[src/rtl/mdio_pkg.sv]
package mdio_pkg;
  localparam int BUSY_BIT  = 0;
  localparam int WR_BIT    = 1;
  localparam int REG_LSB   = 4;
  localparam int PHY_LSB   = 12;
  localparam int DIV_LSB   = 20;
  localparam int ADDR_W    = 5;
  localparam int DATA_W    = 16;
  localparam int DIV_W     = 2;
  localparam int PRE_LEN   = 32;
  localparam int FRAME_LEN = PRE_LEN + 4 + 2 * ADDR_W + 2 + DATA_W;
  localparam int TA_POS    = PRE_LEN + 4 + 2 * ADDR_W;
  localparam int DATA_POS  = TA_POS + 2;

  function automatic logic [FRAME_LEN-1:0] build_frame(
      input logic              is_wr,
      input logic [ADDR_W-1:0] phy,
      input logic [ADDR_W-1:0] regad,
      input logic [DATA_W-1:0] wdata);
    logic [1:0] op;
    logic [DATA_W+1:0] tail;
    op   = is_wr ? 2'b01 : 2'b10;
    tail = is_wr ? {2'b10, wdata} : '1;
    return {{PRE_LEN{1'b1}}, 2'b01, op, phy, regad, tail};
  endfunction
endpackage

[src/rtl/mdio_mdc_gen.sv]
module mdio_mdc_gen #(
  parameter int BASE_HALF = 8,
  parameter int SEL_W     = 2
) (
  input  logic             clk_i,
  input  logic             rst_ni,
  input  logic             run_i,
  input  logic [SEL_W-1:0] div_sel_i,
  output logic             mdc_o,
  output logic             rise_o,
  output logic             fall_o
);
  localparam int MAX_HALF = BASE_HALF << ((1 << SEL_W) - 1);
  localparam int CNT_W    = $clog2(MAX_HALF) + 1;

  logic [CNT_W-1:0] cnt_q, half_m1;
  logic             mdc_q, wrap;

  assign half_m1 = (CNT_W'(BASE_HALF) << div_sel_i) - CNT_W'(1);
  assign wrap    = run_i && (cnt_q == half_m1);
  assign rise_o  = wrap && !mdc_q;
  assign fall_o  = wrap && mdc_q;
  assign mdc_o   = mdc_q;

  always_ff @(posedge clk_i or negedge rst_ni) begin
    if (!rst_ni) begin
      cnt_q <= '0;
      mdc_q <= 1'b0;
    end else if (!run_i) begin
      cnt_q <= '0;
      mdc_q <= 1'b0;
    end else if (wrap) begin
      cnt_q <= '0;
      mdc_q <= ~mdc_q;
    end else begin
      cnt_q <= cnt_q + CNT_W'(1);
    end
  end
endmodule

[src/rtl/mdio_frame_shifter.sv]
module mdio_frame_shifter
  import mdio_pkg::*;
(
  input  logic              clk_i,
  input  logic              rst_ni,
  input  logic              start_i,
  input  logic              is_wr_i,
  input  logic [ADDR_W-1:0] phy_i,
  input  logic [ADDR_W-1:0] reg_i,
  input  logic [DATA_W-1:0] wdata_i,
  input  logic              rise_i,
  input  logic              fall_i,
  input  logic              mdio_i,
  output logic              active_o,
  output logic              done_o,
  output logic              mdio_o,
  output logic              mdio_oe_o,
  output logic [DATA_W-1:0] rdata_o
);
  localparam int IDX_W = $clog2(FRAME_LEN);

  logic [FRAME_LEN-1:0] sh_q;
  logic [IDX_W-1:0]     bit_q;
  logic                 active_q, done_q, wr_q;
  logic [DATA_W-1:0]    rd_q;

  always_ff @(posedge clk_i or negedge rst_ni) begin
    if (!rst_ni) begin
      sh_q     <= '1;
      bit_q    <= '0;
      active_q <= 1'b0;
      done_q   <= 1'b0;
      wr_q     <= 1'b0;
      rd_q     <= '0;
    end else begin
      done_q <= 1'b0;
      if (start_i && !active_q) begin
        sh_q     <= build_frame(is_wr_i, phy_i, reg_i, wdata_i);
        bit_q    <= '0;
        wr_q     <= is_wr_i;
        active_q <= 1'b1;
      end else if (active_q) begin
        // sample on rising MDC, advance on falling MDC
        if (rise_i && !wr_q && bit_q >= IDX_W'(DATA_POS))
          rd_q <= {rd_q[DATA_W-2:0], mdio_i};
        if (fall_i) begin
          if (bit_q == IDX_W'(FRAME_LEN - 1)) begin
            active_q <= 1'b0;
            done_q   <= 1'b1;
          end else begin
            bit_q <= bit_q + IDX_W'(1);
            sh_q  <= {sh_q[FRAME_LEN-2:0], 1'b1};
          end
        end
      end
    end
  end

  assign active_o  = active_q;
  assign done_o    = done_q;
  assign mdio_o    = sh_q[FRAME_LEN-1];
  assign mdio_oe_o = active_q && (wr_q || bit_q < IDX_W'(TA_POS));
  assign rdata_o   = rd_q;

  p_mdio_on_fall_r6: assert property (@(posedge clk_i) disable iff (!rst_ni)
    $past(active_q) && active_q && !$stable(mdio_o) |-> $past(fall_i));
endmodule

[src/rtl/mdio_cmd_engine.sv]
module mdio_cmd_engine
  import mdio_pkg::*;
(
  input  logic        clk_i,
  input  logic        rst_ni,
  input  logic        wr_en_i,
  input  logic        wr_cmd_i,
  input  logic [31:0] wr_data_i,
  output logic [31:0] cmd_o,
  output logic [15:0] data_o,
  output logic        mdc_o,
  output logic        mdio_o,
  output logic        mdio_oe_o,
  input  logic        mdio_i
);
  logic [31:0]       cmd_q;
  logic [DATA_W-1:0] data_q, rdata;
  logic              busy, wr_cmd, start, active, done, rise, fall;

  assign busy   = cmd_q[BUSY_BIT];
  assign wr_cmd = wr_en_i && wr_cmd_i && !busy;
  assign start  = wr_cmd && wr_data_i[BUSY_BIT];

  always_ff @(posedge clk_i or negedge rst_ni) begin
    if (!rst_ni) begin
      cmd_q  <= '0;
      data_q <= '0;
    end else begin
      if (wr_cmd) cmd_q <= wr_data_i;
      else if (done) cmd_q[BUSY_BIT] <= 1'b0;
      if (done && !cmd_q[WR_BIT]) data_q <= rdata;
      else if (wr_en_i && !wr_cmd_i) data_q <= wr_data_i[DATA_W-1:0];
    end
  end

  mdio_mdc_gen #(.BASE_HALF(8), .SEL_W(DIV_W)) u_mdc (
    .clk_i     (clk_i),
    .rst_ni    (rst_ni),
    .run_i     (active),
    .div_sel_i (cmd_q[DIV_LSB +: DIV_W]),
    .mdc_o     (mdc_o),
    .rise_o    (rise),
    .fall_o    (fall)
  );

  mdio_frame_shifter u_shift (
    .clk_i     (clk_i),
    .rst_ni    (rst_ni),
    .start_i   (start),
    .is_wr_i   (wr_data_i[WR_BIT]),
    .phy_i     (wr_data_i[PHY_LSB +: ADDR_W]),
    .reg_i     (wr_data_i[REG_LSB +: ADDR_W]),
    .wdata_i   (data_q),
    .rise_i    (rise),
    .fall_i    (fall),
    .mdio_i    (mdio_i),
    .active_o  (active),
    .done_o    (done),
    .mdio_o    (mdio_o),
    .mdio_oe_o (mdio_oe_o),
    .rdata_o   (rdata)
  );

  assign cmd_o  = cmd_q;
  assign data_o = data_q;

  p_mdc_idle_low_r8: assert property (@(posedge clk_i) disable iff (!rst_ni)
    !busy |-> !mdc_o);
  p_busy_cover_r2: assert property (@(posedge clk_i) disable iff (!rst_ni)
    active |-> busy);
  p_done_clears_r2: assert property (@(posedge clk_i) disable iff (!rst_ni)
    done |=> !busy);
  p_cmd_locked_r7: assert property (@(posedge clk_i) disable iff (!rst_ni)
    busy && !done && wr_en_i && wr_cmd_i |=> $stable(cmd_q));
  p_oe_off_idle_r1: assert property (@(posedge clk_i) disable iff (!rst_ni)
    !busy |-> !mdio_oe_o);
endmodule

[config.mk]
export PLATFORM = sky130hd
export DESIGN_NAME = mdio_cmd_engine
export DESIGN_NICKNAME = d
export VERILOG_FILES = /design/src/rtl/mdio_pkg.sv /design/src/rtl/mdio_mdc_gen.sv /design/src/rtl/mdio_frame_shifter.sv /design/src/rtl/mdio_cmd_engine.sv
export SDC_FILE = /design/constraint.sdc
export NUM_CORES = 1
export LEC_CHECK = 0
export ABC_AREA = 1
export CAP_MARGIN = 10
export CORE_MARGIN = 5
export CORE_UTILIZATION = 50
export DETAILED_ROUTE_END_ITERATION = 7
export HOLD_SLACK_MARGIN = 0.03
export PLACE_DENSITY = 0.75
export SETUP_SLACK_MARGIN = 0.02
export SLEW_MARGIN = 0
export SYNTH_ARGS = -nofsm -noshare
export SYNTH_HDL_FRONTEND = slang
export SYNTH_SLANG_ARGS = --single-unit
[constraint.sdc]
create_clock -name clk_i -period 1.6 [get_ports clk_i]
set_input_delay 0.48 -clock clk_i [delete_from_list [all_inputs] [get_ports clk_i]]
set_output_delay 0.48 -clock clk_i [all_outputs]
set_load 0.02 [all_outputs]
==> flow_summary_export.csv <==
group,metric,value,unit
run_status,status,"complete, but fails checks",
run_status,violations,"setup timing",
worst_setup_path,crit_arrival,2320,ps
sta,post-route-period-util,122,%
worst_setup_path,cp_max_fo,6,
clocking,root_buffer,"clkbuf_16",
routing,initialDrtViolationCount,901,
synthesis,seq_area_frac_synth,54.7,%
layout,final_area,10500,µm²
global_routing,grt_overflow,0,
synthesis,ys.flop_type,"dfrtp_1",
sta,worst_slew_pin_slew,438,ps
synthesis,muxShareOfSynthArea,0,%
worst_setup_path,critPathSlowestCell,"dfrtp_1",
synthesis,synth_xor_area_share,0.775,%
clocking,cts.sinks,145,
synthesis,synth_top_family_by_area,"simple AND/OR/NAND/NOR gates",
floorplanning,die_height,126,µm
routing,wirelength,25000,µm
floorplanning,initial_core_util,51.0,%
layout,diodes,0,
synthesis,syn_nets,847,
synthesis,synth_edf_count,0,
synthesis,synth.avg_cell_area,8.39,µm²
global_routing,antenna_found_initial,0,
synthesis,synth_compound_area_share,6.77,%
layout,final_nets,1011,
clocking,cts.reportedPaths.clkPinSlew,60,ps
sta,worst_slack,-357,ps
flow_run,cap_violations,0,
global_routing,grt_pass1_vias,6639,
layout,drive_gt1_share,47.0,%
clocking,insertion_delay,430,ps
global_routing,grt_max_degree,35,
routing,via_per_inst,6.03,
worst_setup_path,crit_path_end_kind,"register",
place,hpwlAfterDp,11200,µm
sta,tns,-25390,ps
worst_setup_path,critPathTopFamily,"simple AND/OR/NAND/NOR gates",
routing,wl_per_cell,21.5,µm
sta,fmax,511,MHz
synthesis,synth_fa_ha_area_share,0.369,%
worst_setup_path,cpPeakStageDelay,400,ps
floorplanning,die_area,16000,µm²
hold_path,hold_class,"register to register",
place,place_area,8300,µm²
synthesis,synthCells,808,
power,leakagePower,4.85,nW
sta,min_period,1960,ps
power,power_per_cell_area,1640,nW/µm²
clocking,cts_tree,"done",
routing,drtAntennaViolNets,0,
clocking,cts_buffers,17,
synthesis,async_flop_share,100,%
synthesis,netlist_area,6780,µm²
routing,drtPass1Iterations,5,
sta,hold_viol_final,0,
clocking,cts_buffer_depth,2,
synthesis,yosys_warnings,0,
place,port_buffers,87,
worst_setup_path,path_buf_inv,4,
worst_setup_path,required,1960,ps
global_routing,grt_pass1_wl,35200,µm
worst_setup_path,crit_chain,"ha_4 > buf_6 > nand2_4 > nor2_2 > nand2_1 > nor2_2 > nand4_1 > buf_6 > nand2_8 > buf_12 > buf_16 > nand3_1 > nand2_1",
sta,setup_viol,97,
floorplanning,die_w,126,µm
layout,fin_cells,1161,
place,gp_congestion,0.846,
synthesis,synth_seq_cells,145,
sta,fin_skew,8.78,ps
worst_setup_path,cp-start-kind,"register",
sta,rsz0062_at_grt,"true",
synthesis,ys_types,31,
floorplanning,fp-row-count,42,
sta,max_slew_margin,70.4,%
routing,vias,6997,
sta,finalMaxSlewViolations,0,
clocking,htree_num_levels,4,
global_routing,grt_use_total,27.8,%
worst_setup_path,path_class,"register to register",
routing,drc,0,
floorplanning,io_pins,88,
synthesis,yosys.area_share.simple,30.9,%
power,ir_drop,0.00135,V
place,dp.cells,1084,
layout,synthToLayoutAreaGrowth,54.7,%
floorplanning,design.core.area,13300,µm²
## cells by family after synthesis
logic type / count (synthesis)
xor gates and xnor gates: 6
buffers and inverters: 101
AOI/OAI and AO/OA: 90
DFF: 145
adders and majority gates: 2
and+or+nand+nor: 464
## power by group
group          internal (W)  total [W]  switching (W)
clock               0.00276    0.00436        0.00160
sequential          0.00479    0.00549       0.000700
combinational       0.00294    0.00737        0.00443
total                0.0105     0.0172        0.00673
## synthesized netlist by cell type (4+ instances only)
library cell  instances  share of area (%)
clkbuf_1             23                1.3
o21ai_0              71                5.2
dfrtp_1              81                 30
inv_1                47                2.6
or2_2                34                3.1
nor2_1               38                2.1
nand2_1             237                 13
buf_1                 4               0.22
buf_6                 4               0.66
xor2_1                5               0.65
buf_2                18                1.3
dfstp_2              64                 25
a21oi_1              13               0.96
nand4_1              20                1.8
nand3_1             121                8.9
## path summary, 6_finish.rpt
check,startpoint,end,slack [ps],cells past startpoint
max reg2reg,u_mdc.cnt_q[1]$_DFF_PN0_,u_shift.bit_q[3]$_DFFE_PN0P_,-360,13
max in group asynchronous,rst_ni,u_shift.sh_q[33]$_DFFE_PN1P_,520,3
min,u_shift.sh_q[57]$_DFFE_PN1P_,u_shift.sh_q[57]$_DFFE_PN1P_,460,2
min in group asynchronous,rst_ni,cmd_o[20]$_DFFE_PN0P_,470,2
min reg2reg,u_shift.sh_q[57]$_DFFE_PN1P_,u_shift.sh_q[57]$_DFFE_PN1P_,460,2
max,u_mdc.cnt_q[1]$_DFF_PN0_,u_shift.bit_q[3]$_DFFE_PN0P_,-360,13
## timing repair
action,4_1_cts,5_1_grt
endpoints found under the setup margin,147,138
hold buffers,1,0
pin swaps,38,56
hold endpoints to repair,15,0
gates cloned,20,2
resized for setup,289,148
setup buffers,17,14
## sequential cells by signal, indices dropped and copies added, names as in the netlist
signal	flops
u_shift.rdata_o	16
data_o	16
u_shift.done_o	1
u_shift.sh_q	64
u_mdc.cnt_q	7
cmd_o	32
u_shift.wr_q	1
u_shift.active_o	1
u_mdc.mdc_o	1
u_shift.bit_q	6
## routing by layer
layer / track usage (%) / vias up / share of wire [%]
met5: 0 / - / 0
met4: 12.8 / 0 / 6.2
met3: 5.97 / 149 / 7.6
met2: 45.9 / 428 / 50
met1: 35.1 / 3440 / 37
li1: - / 2980 / -
## tightest hold or removal path: cells and delay by family, from the launching register on
family | cells | cell delay, ps
and+or+nand+nor | 2 | 90
DFF | 1 | 370
## through the flow
stage          power [W]  utilization, %  hold WS [ps]  setup WS [ps]
6_report          0.0172            78.9           459           -357
4_1_cts           0.0163            76.0           462           -228
3_3_place_gp      0.0111            62.4           346           -444
2_1_floorplan    0.00849               -           184           24.9
3_5_place_dp      0.0112            62.4           348           -494
5_1_grt           0.0179            78.9           468           -415
## area by class of cell
cell class                 instances  area (µm²)
inverter                          50         190
fill                             754        2810
multi-input combinational        564        3530
sequential                       145        3710
clock buffer                      22         484
timing repair buffer             194        2200
tap                              176         220
clock inverter                    10         155
## placed cells by master, fill, tap and decap left out, types with 6 or more instances in the layout
cell type / synthesis / routed
buf_6: 4 / 19
buf_4: 2 / 52
inv_1: 47 / 45
clkdlybuf4s50_1: 0 / 33
nand4_1: 20 / 20
nand3_2: 1 / 77
clkbuf_16: 0 / 19
nor2_1: 38 / 33
nand3_4: 1 / 14
nand2_2: 2 / 50
a21oi_1: 13 / 13
nor2_4: 1 / 6
buf_12: 0 / 22
clkdlybuf4s15_2: 0 / 19
buf_16: 0 / 11
or2_2: 34 / 34
o21ai_0: 71 / 67
nand2_1: 237 / 175
dfstp_2: 64 / 64
dfrtp_1: 81 / 79
buf_2: 18 / 16
nand3_1: 121 / 33
clkbuf_2: 0 / 13
nand2_4: 0 / 12
No activity file was read; power rests on OpenSTA's default activity.
